[src/rtl/spi_chain_pkg.sv]
package spi_chain_pkg;

  // Mode flag word; packed so that bit 0 is offline and bit 7 is 3-wire.
  typedef struct packed {
    logic three_wire;
    logic lsb_first;
    logic cpha;
    logic cpol;
    logic cs_pol;
    logic rd_req;
    logic last;
    logic offline;
  } flags_t;

  localparam int FLAG_W = $bits(flags_t);

  typedef enum logic {
    ST_IDLE = 1'b0,
    ST_RUN  = 1'b1
  } state_e;

endpackage

[src/rtl/spi_half_timer.sv]
module spi_half_timer #(
  parameter int DIV_W = 8
) (
  input  logic             clk,
  input  logic             rst_n,
  input  logic             en,
  input  logic             load,
  input  logic [DIV_W-1:0] load_val,
  output logic             tick
);

  localparam logic [DIV_W-1:0] CNT_MAX = DIV_W'(1) << (DIV_W - 1);

  logic [DIV_W-1:0] cnt_q, cnt_d;
  logic             cnt_en;

  always_comb begin
    cnt_en = load || (en && (cnt_q != '0));
    cnt_d  = load ? load_val : cnt_q - DIV_W'(1);
    tick   = en && (cnt_q == '0);
  end

  always_ff @(posedge clk or negedge rst_n) begin
    if (!rst_n) begin
      cnt_q <= '0;
    end else if (cnt_en) begin
      cnt_q <= cnt_d;
    end
  end

  // no half period is longer than ceil(257/2) clocks
  a_r3_half_bound: assert property (@(posedge clk) disable iff (!rst_n)
    cnt_q <= CNT_MAX);

endmodule

[src/rtl/spi_shift_unit.sv]
module spi_shift_unit #(
  parameter int DATA_W = 32
) (
  input  logic              clk,
  input  logic              rst_n,
  input  logic              load,
  input  logic [DATA_W-1:0] load_data,
  input  logic              lsb_first,
  input  logic              cpha,
  input  logic              lead,
  input  logic              trail,
  input  logic              din,
  output logic [DATA_W-1:0] sr,
  output logic              mosi
);

  logic [DATA_W-1:0] sr_q, sr_d, sr_nxt;
  logic              mosi_q, mosi_d;
  logic              hold_q, hold_d;
  logic              sr_en, mosi_en, hold_en;

  function automatic logic [DATA_W-1:0] shift1(input logic [DATA_W-1:0] v,
                                               input logic b, input logic lsb);
    return lsb ? {b, v[DATA_W-1:1]} : {v[DATA_W-2:0], b};
  endfunction

  function automatic logic out_bit(input logic [DATA_W-1:0] v, input logic lsb);
    return lsb ? v[0] : v[DATA_W-1];
  endfunction

  always_comb begin
    sr_nxt  = shift1(sr_q, cpha ? din : hold_q, lsb_first);
    sr_en   = load || trail;
    sr_d    = load ? load_data : sr_nxt;
    hold_en = lead && !cpha;
    hold_d  = din;
    mosi_en = (load && !cpha) || (lead && cpha) || (trail && !cpha);
    if (load)      mosi_d = out_bit(load_data, lsb_first);
    else if (lead) mosi_d = out_bit(sr_q, lsb_first);
    else           mosi_d = out_bit(sr_nxt, lsb_first);
  end

  always_ff @(posedge clk or negedge rst_n) begin
    if (!rst_n) begin
      sr_q   <= '0;
      mosi_q <= 1'b0;
      hold_q <= 1'b0;
    end else begin
      if (sr_en)   sr_q   <= sr_d;
      if (mosi_en) mosi_q <= mosi_d;
      if (hold_en) hold_q <= hold_d;
    end
  end

  assign sr   = sr_q;
  assign mosi = mosi_q;

  // with phase set, MOSI never moves on a trailing edge
  a_r6_phase1_quiet: assert property (@(posedge clk) disable iff (!rst_n)
    (cpha && trail && !load) |=> $stable(mosi_q));

  // with phase clear, MOSI never moves on a leading edge
  a_r6_phase0_quiet: assert property (@(posedge clk) disable iff (!rst_n)
    (!cpha && lead && !load) |=> $stable(mosi_q));

endmodule

[src/rtl/spi_cs_unit.sv]
module spi_cs_unit #(
  parameter int NCS = 3
) (
  input  logic           clk,
  input  logic           rst_n,
  input  logic           set,
  input  logic [NCS-1:0] set_mask,
  input  logic           clear,
  input  logic           cs_pol,
  input  logic           offline,
  output logic [NCS-1:0] cs,
  output logic           cs_oe
);

  logic [NCS-1:0] act_q, act_d;
  logic           act_en;

  always_comb begin
    act_en = set || clear;
    act_d  = set ? set_mask : '0;
  end

  always_ff @(posedge clk or negedge rst_n) begin
    if (!rst_n) begin
      act_q <= '0;
    end else if (act_en) begin
      act_q <= act_d;
    end
  end

  for (genvar i = 0; i < NCS; i++) begin : g_line
    assign cs[i] = cs_pol ? act_q[i] : !act_q[i];
  end

  assign cs_oe = !offline;

  // selection only changes at a transfer start or a final transfer end
  a_r8_cs_held: assert property (@(posedge clk) disable iff (!rst_n)
    !(set || clear) |=> $stable(act_q));

endmodule

[src/rtl/spi_chain_master.sv]
module spi_chain_master
  import spi_chain_pkg::*;
#(
  parameter int  DATA_W = 32,
  parameter int  NCS    = 3,
  parameter int  DIV_W  = 8,
  localparam int LEN_W  = $clog2(DATA_W)
) (
  input  logic              clk,
  input  logic              rst_n,
  input  logic              cfg_we,
  input  logic [7:0]        cfg_flags,
  input  logic [LEN_W-1:0]  cfg_len,
  input  logic [DIV_W-1:0]  cfg_div,
  input  logic [NCS-1:0]    cfg_cs,
  input  logic              dat_we,
  input  logic [DATA_W-1:0] dat_wdata,
  output logic              busy,
  output logic              rd_valid,
  output logic [DATA_W-1:0] rd_data,
  output logic              sck_o,
  output logic              sck_oe,
  output logic              mosi_o,
  output logic              mosi_oe,
  input  logic              miso_i,
  input  logic              mosi_i,
  output logic [NCS-1:0]    cs_o,
  output logic              cs_oe
);

  localparam int EDGE_W = $clog2(2 * DATA_W + 1);
  localparam int FAC_W  = DIV_W + 1;

  state_e            state_q, state_d;
  flags_t            flags_q, flags_in;
  logic [LEN_W-1:0]  len_q;
  logic [DIV_W-1:0]  div_q, div_eff;
  logic [NCS-1:0]    mask_q, mask_eff;
  logic [EDGE_W-1:0] edge_q, edge_d, two_n;
  logic              sck_t_q, sck_t_d;
  logic              rd_valid_q, rd_valid_d;
  logic [DATA_W-1:0] rd_data_q;
  logic              run, cfg_take, start, tick;
  logic              edge_ev, fin_ev, lead_ev, trail_ev;
  logic              eff_lsb, eff_cpha;
  logic              tmr_load, edge_en, rd_en;
  logic [DIV_W-1:0]  tmr_val;
  logic [DATA_W-1:0] sr;
  logic              din;

  // Reload value for a half period: even halves take ceil(F/2), odd floor(F/2)
  function automatic logic [DIV_W-1:0] half_load(input logic [DIV_W-1:0] d,
                                                 input logic odd_half);
    logic [FAC_W-1:0] f;
    logic [FAC_W-1:0] h;
    f = FAC_W'(d) + FAC_W'(2);
    h = odd_half ? (f >> 1) : ((f + FAC_W'(1)) >> 1);
    return DIV_W'(h - FAC_W'(1));
  endfunction

  // Control decode
  always_comb begin
    flags_in = flags_t'(cfg_flags);
    run      = (state_q == ST_RUN);
    cfg_take = cfg_we && !run;
    start    = dat_we && !run;
    eff_lsb  = cfg_take ? flags_in.lsb_first : flags_q.lsb_first;
    eff_cpha = cfg_take ? flags_in.cpha      : flags_q.cpha;
    div_eff  = cfg_take ? cfg_div : div_q;
    mask_eff = cfg_take ? cfg_cs  : mask_q;
    two_n    = EDGE_W'({len_q, 1'b0}) + EDGE_W'(2);
    fin_ev   = run && tick && (edge_q == two_n);
    edge_ev  = run && tick && (edge_q != two_n);
    lead_ev  = edge_ev && !edge_q[0];
    trail_ev = edge_ev &&  edge_q[0];
    tmr_load = start || edge_ev;
    tmr_val  = start ? half_load(div_eff, 1'b0) : half_load(div_q, !edge_q[0]);
    din      = flags_q.three_wire ? mosi_i : miso_i;
  end

  // Next state
  always_comb begin
    state_d = state_q;
    if (start)       state_d = ST_RUN;
    else if (fin_ev) state_d = ST_IDLE;
    edge_en    = start || edge_ev;
    edge_d     = start ? '0 : edge_q + EDGE_W'(1);
    sck_t_d    = start ? 1'b0 : !sck_t_q;
    rd_en      = fin_ev && flags_q.rd_req;
    rd_valid_d = rd_en;
  end

  always_ff @(posedge clk or negedge rst_n) begin
    if (!rst_n) begin
      state_q    <= ST_IDLE;
      flags_q    <= '0;
      len_q      <= '0;
      div_q      <= '0;
      mask_q     <= '0;
      edge_q     <= '0;
      sck_t_q    <= 1'b0;
      rd_valid_q <= 1'b0;
      rd_data_q  <= '0;
    end else begin
      state_q    <= state_d;
      rd_valid_q <= rd_valid_d;
      if (cfg_take) begin
        flags_q <= flags_in;
        len_q   <= cfg_len;
        div_q   <= cfg_div;
        mask_q  <= cfg_cs;
      end
      if (edge_en) begin
        edge_q  <= edge_d;
        sck_t_q <= sck_t_d;
      end
      if (rd_en) rd_data_q <= sr;
    end
  end

  spi_half_timer #(.DIV_W(DIV_W)) u_timer (
    .clk      (clk),
    .rst_n    (rst_n),
    .en       (run),
    .load     (tmr_load),
    .load_val (tmr_val),
    .tick     (tick)
  );

  spi_shift_unit #(.DATA_W(DATA_W)) u_shift (
    .clk       (clk),
    .rst_n     (rst_n),
    .load      (start),
    .load_data (dat_wdata),
    .lsb_first (eff_lsb),
    .cpha      (eff_cpha),
    .lead      (lead_ev),
    .trail     (trail_ev),
    .din       (din),
    .sr        (sr),
    .mosi      (mosi_o)
  );

  spi_cs_unit #(.NCS(NCS)) u_cs (
    .clk      (clk),
    .rst_n    (rst_n),
    .set      (start),
    .set_mask (mask_eff),
    .clear    (fin_ev && flags_q.last),
    .cs_pol   (flags_q.cs_pol),
    .offline  (flags_q.offline),
    .cs       (cs_o),
    .cs_oe    (cs_oe)
  );

  assign busy     = run;
  assign rd_valid = rd_valid_q;
  assign rd_data  = rd_data_q;
  assign sck_o    = flags_q.cpol ^ sck_t_q;
  assign sck_oe   = !flags_q.offline;
  assign mosi_oe  = !flags_q.offline && !(flags_q.three_wire && flags_q.rd_req);

  // configuration cannot change under a running transfer
  a_r1_cfg_frozen: assert property (@(posedge clk) disable iff (!rst_n)
    run |=> ($stable(flags_q) && $stable(len_q) && $stable(div_q)));

  // a transfer stays busy until its tail half period expires
  a_r2_busy_hold: assert property (@(posedge clk) disable iff (!rst_n)
    (run && !fin_ev) |=> run);

  // SCK is back at its idle level whenever no transfer runs
  a_r4_sck_idle: assert property (@(posedge clk) disable iff (!rst_n)
    !run |-> !sck_t_q);

  // edge count never passes two per bit
  a_r4_edge_bound: assert property (@(posedge clk) disable iff (!rst_n)
    run |-> (edge_q <= two_n));

  // a read word only follows a busy cycle
  a_r7_rd_after_run: assert property (@(posedge clk) disable iff (!rst_n)
    rd_valid_q |-> $past(run));

endmodule

[config.mk]
export PLATFORM = sky130hd
export DESIGN_NAME = spi_chain_master
export DESIGN_NICKNAME = d
export VERILOG_FILES = /design/src/rtl/spi_chain_pkg.sv /design/src/rtl/spi_half_timer.sv /design/src/rtl/spi_shift_unit.sv /design/src/rtl/spi_cs_unit.sv /design/src/rtl/spi_chain_master.sv
export SDC_FILE = /design/constraint.sdc
export NUM_CORES = 1
export LEC_CHECK = 0
export BUFFER_PORTS_ARGS = -buffer_cell sky130_fd_sc_hd__buf_2
export CAP_MARGIN = 20
export CORE_AREA = 2 2 76 150
export CTS_BUF_LIST = sky130_fd_sc_hd__clkbuf_4 sky130_fd_sc_hd__clkbuf_8
export CTS_CLUSTER_DIAMETER = 30
export DETAILED_ROUTE_END_ITERATION = 7
export DIE_AREA = 0 0 78 152
export GPL_TIMING_DRIVEN = 0
export PLACE_DENSITY_LB_ADDON = 0.3
export SLEW_MARGIN = 25
export SYNTH_ARGS = -nofsm -noshare
export SYNTH_HDL_FRONTEND = slang
export SYNTH_SLANG_ARGS = --single-unit
export TNS_END_PERCENT = 1
[constraint.sdc]
create_clock -name clk -period 4.5 [get_ports clk]
set_input_delay 0.45 -clock clk [delete_from_list [all_inputs] [get_ports clk]]
set_output_delay 0.45 -clock clk [all_outputs]
set_load 0.1 [all_outputs]
==> flow_summary.yaml <==
status:
  status: "completed"
global_route:
  antenna_found_initial: 0
  grt_max_degree: 72
  grt_pass1_wl_um: 24400
  grt_overflow: 0
  grtUsageTotal_pct: 25.8
  grt_pass1_vias: 5166
critical_path:
  path_max_fanout: 10
  crit_slowest_cell: "dfrtp_1"
  crit_arrival_ns: 4.31
  crit_type: "reg -> reg"
  crit_required_ns: 4.78
  critPathMaxStageDelay_ns: 0.47
  reg2reg_slack_ns: 0.47
  critPathLaunchType: "register"
  setup.worst_path.end_class: "register"
  path_cells: "nor2b_1, clkbuf_2, buf_6, clkbuf_1, clkbuf_2, mux2i_1, ha_1, nand3b_1, xor2_1, mux2i_1, nor2_1, a22o_1, nor3b_2, nand4_1, a32o_1"
drt:
  wl_met2_um: 8360
  final_antenna_net_count: 0
  wire_per_inst_um: 17.1
  drt_wl_total_um: 14800
  met3WireLength_um: 510
  dr.pass1.iters: 4
  drtIter0Drc: 232
  wl_met1_um: 5330
  viasPerCell: 5.67
  vias: 4895
  drcViolationCount: 0
  highest_layer: "met4"
sta:
  fmax_ghz: 0.248
  maxSlewHeadroom_pct: 44.1
  fin_worst_skew_ns: 0.0115
  min_period_ns: 4.03
  setup-tns-final_ns: 0
  maxSlewViolCount: 0
  tightest_slew_ns: 0.837
  finalHoldViolations: 0
  period_share_pct: 89.6
  rsz0062_at_grt: "false"
  finalSetupViolations: 0
yosys:
  async_reset_ff_share_pct: 100
  synth_cells: 602
  synth_area_per_cell_sq_um: 10.1
  synth_edf_count: 0
  netlist_area_sq_mm: 0.00607
  yosys_warnings: 0
  ys_ff_latch: 111
  seq_area_frac_synth_pct: 45.7
  synth_nets: 671
  synth_cell_types: 62
  ys.flop_type: "dfrtp_1"
floorplanning:
  start_util_pct: 56.2
  row_count: 54
  coreArea_sq_mm: 0.0108
  die_width_um: 78
  die-area_sq_mm: 0.0119
  io-pin-count: 104
  die_h_um: 152
power_and_ir_drop:
  ir_drop_mv: 0.401
  power_density_mw_per_mm2: 446
  power.leakage_nw: 3.31
finish:
  syn_to_final_growth_pct: 15.6
  final_cell_mix: "buf_2, dfrtp_1, nand2_1"
  stdcell_count: 863
  layout.nets: 787
  fin_util_pct: 65.0
  drive_above_1_share_pct: 27.5
  diodes: 0
place:
  gp_congestion: 0.858
  dp_hpwl_um: 11500
  numPlacedInstances: 846
  numPortBuffers: 103
clocking:
  numCtsBuffers: 9
  cts_tree: "yes"
  cts.sinks: 111
  clockBufferDepth: 2
  cts_setup_buffers: 0
  root_buffer: "clkbuf_8"
  clk_latency_ns: 0.39
  clk_pin_slew_worst_paths_ns: 0.11
  h-tree-depth: 3
run:
  drv_cap: 0
min_path:
  hold_path.class: "in -> reg"
## stage by stage
| step | instance area, sq um | setup WS (ns) | hold WS, ns | power (mW) |
|---|---|---|---|---|
| 6_report | 7020 | 0.467 | 0.261 | 3.13 |
| 5_1_grt | 7020 | 0.0784 | 0.265 | 3.32 |
| 4_1_cts | 7020 | 0.210 | 0.249 | 3.14 |
| 3_5_place_dp | 6800 | 0.152 | 0.386 | 2.50 |
| 3_3_place_gp | 6770 | 0.200 | 0.484 | 2.45 |
| 2_1_floorplan | 6070 | 0.644 | 0.154 | 2.22 |
## flip-flops by register name (all words and copies together), names as in the netlist, 3 cells and up
name	cells
u_timer.cnt_q	8
div_q	8
flags_q	8
u_shift.sr	32
len_q	5
edge_q	7
u_cs.act_q	3
rd_data	32
mask_q	3
## cell type report
class | count | area [sq um]
Inverter | 12 | 45.0
Multi-Input combinational cell | 441 | 3060
Clock inverter | 7 | 88.8
Fill cell | 928 | 3790
Sequential cell | 111 | 2780
Clock buffer | 9 | 124
Timing Repair Buffer | 105 | 559
Buffer | 38 | 190
Tap cell | 140 | 175
## cells in the mapped netlist, types with 2 or more instances
cell type	count	area (sq um)
dfrtp_1	111	2780
nand2_1	88	330
o21ai_0	70	350
mux2_2	49	552
mux2i_1	44	440
nor2_1	33	124
clkbuf_1	19	71.3
a21oi_1	18	90.1
xnor2_1	18	158
xor2_1	13	114
inv_1	12	45.0
nor3_1	10	50.1
buf_2	9	45.0
nand3_1	9	45.0
and3_1	8	50.1
ha_1	7	87.6
a211oi_1	5	37.5
a22o_1	5	43.8
buf_4	5	37.5
nand4_1	5	31.3
o211ai_1	5	37.5
nand2b_1	4	25.0
o21a_1	4	30.0
and3b_1	3	26.3
a311oi_1	2	17.5
a31oi_1	2	12.5
a32o_1	2	20.0
and2_1	2	12.5
buf_1	2	7.51
buf_6	2	22.5
nand3b_1	2	15.0
nor2b_1	2	12.5
nor3b_1	2	15.0
o221ai_1	2	17.5
## what timing repair did
action	in CTS	in global routing
hold endpoints to repair	40	0
setup endpoints to repair	0	1
resized for setup	0	2
hold buffers	1	0
## metal layers
metal / track usage [%] / up-vias
met1: 27.2 / 2391
li1: - / 2354
met4: 12.2 / 0
met2: 48.8 / 114
met3: 3.62 / 36
met5: 0 / -
## final timing paths
path	cells past startpoint	endpoint	start
max	15	u_timer.cnt_q[7]$_DFFE_PN0P_	busy$_DFFE_PN0P_
min	3	u_shift.sr[10]$_DFFE_PN0P_	dat_wdata[10]
max reg2reg	15	u_timer.cnt_q[7]$_DFFE_PN0P_	busy$_DFFE_PN0P_
min reg2reg	1	rd_data[6]$_DFFE_PN0P_	rd_data[6]$_DFFE_PN0P_
max in group asynchronous	3	rd_data[26]$_DFFE_PN0P_	rst_n
min in group asynchronous	2	rd_data[7]$_DFFE_PN0P_	rst_n
## where the power goes
part,internal (mW),leakage (nW),switching (mW),total [mW]
registers,1.24,1.42,0.260,1.50
clock network,0.270,0.109,0.367,0.637
logic,0.407,1.78,0.587,0.994
## logic make-up after synthesis
family                     after synthesis  share of synthesized area (%)
AOI/OAI and AO/OA                      132                           14.3
xor gates and xnor gates                31                           4.47
adders and majority gates                7                           1.44
buffers and inverters                   50                           3.85
DFF                                    111                           45.7
muxes                                   94                           16.6
and+or+nand+nor                        177                           13.6
## critical path, delay by kind of cell, from the launching register on
family	cells	cell delay [ns]
buffers and inverters	4	1.22
AND/OR/NAND/NOR	5	0.93
AO/OA/AOI/OAI	2	0.49
flip-flops	1	0.47
multiplexers	2	0.39
adder cells (fa/ha/maj)	1	0.27
XOR/XNOR	1	0.16
Power figures use the tool's default switching activity.
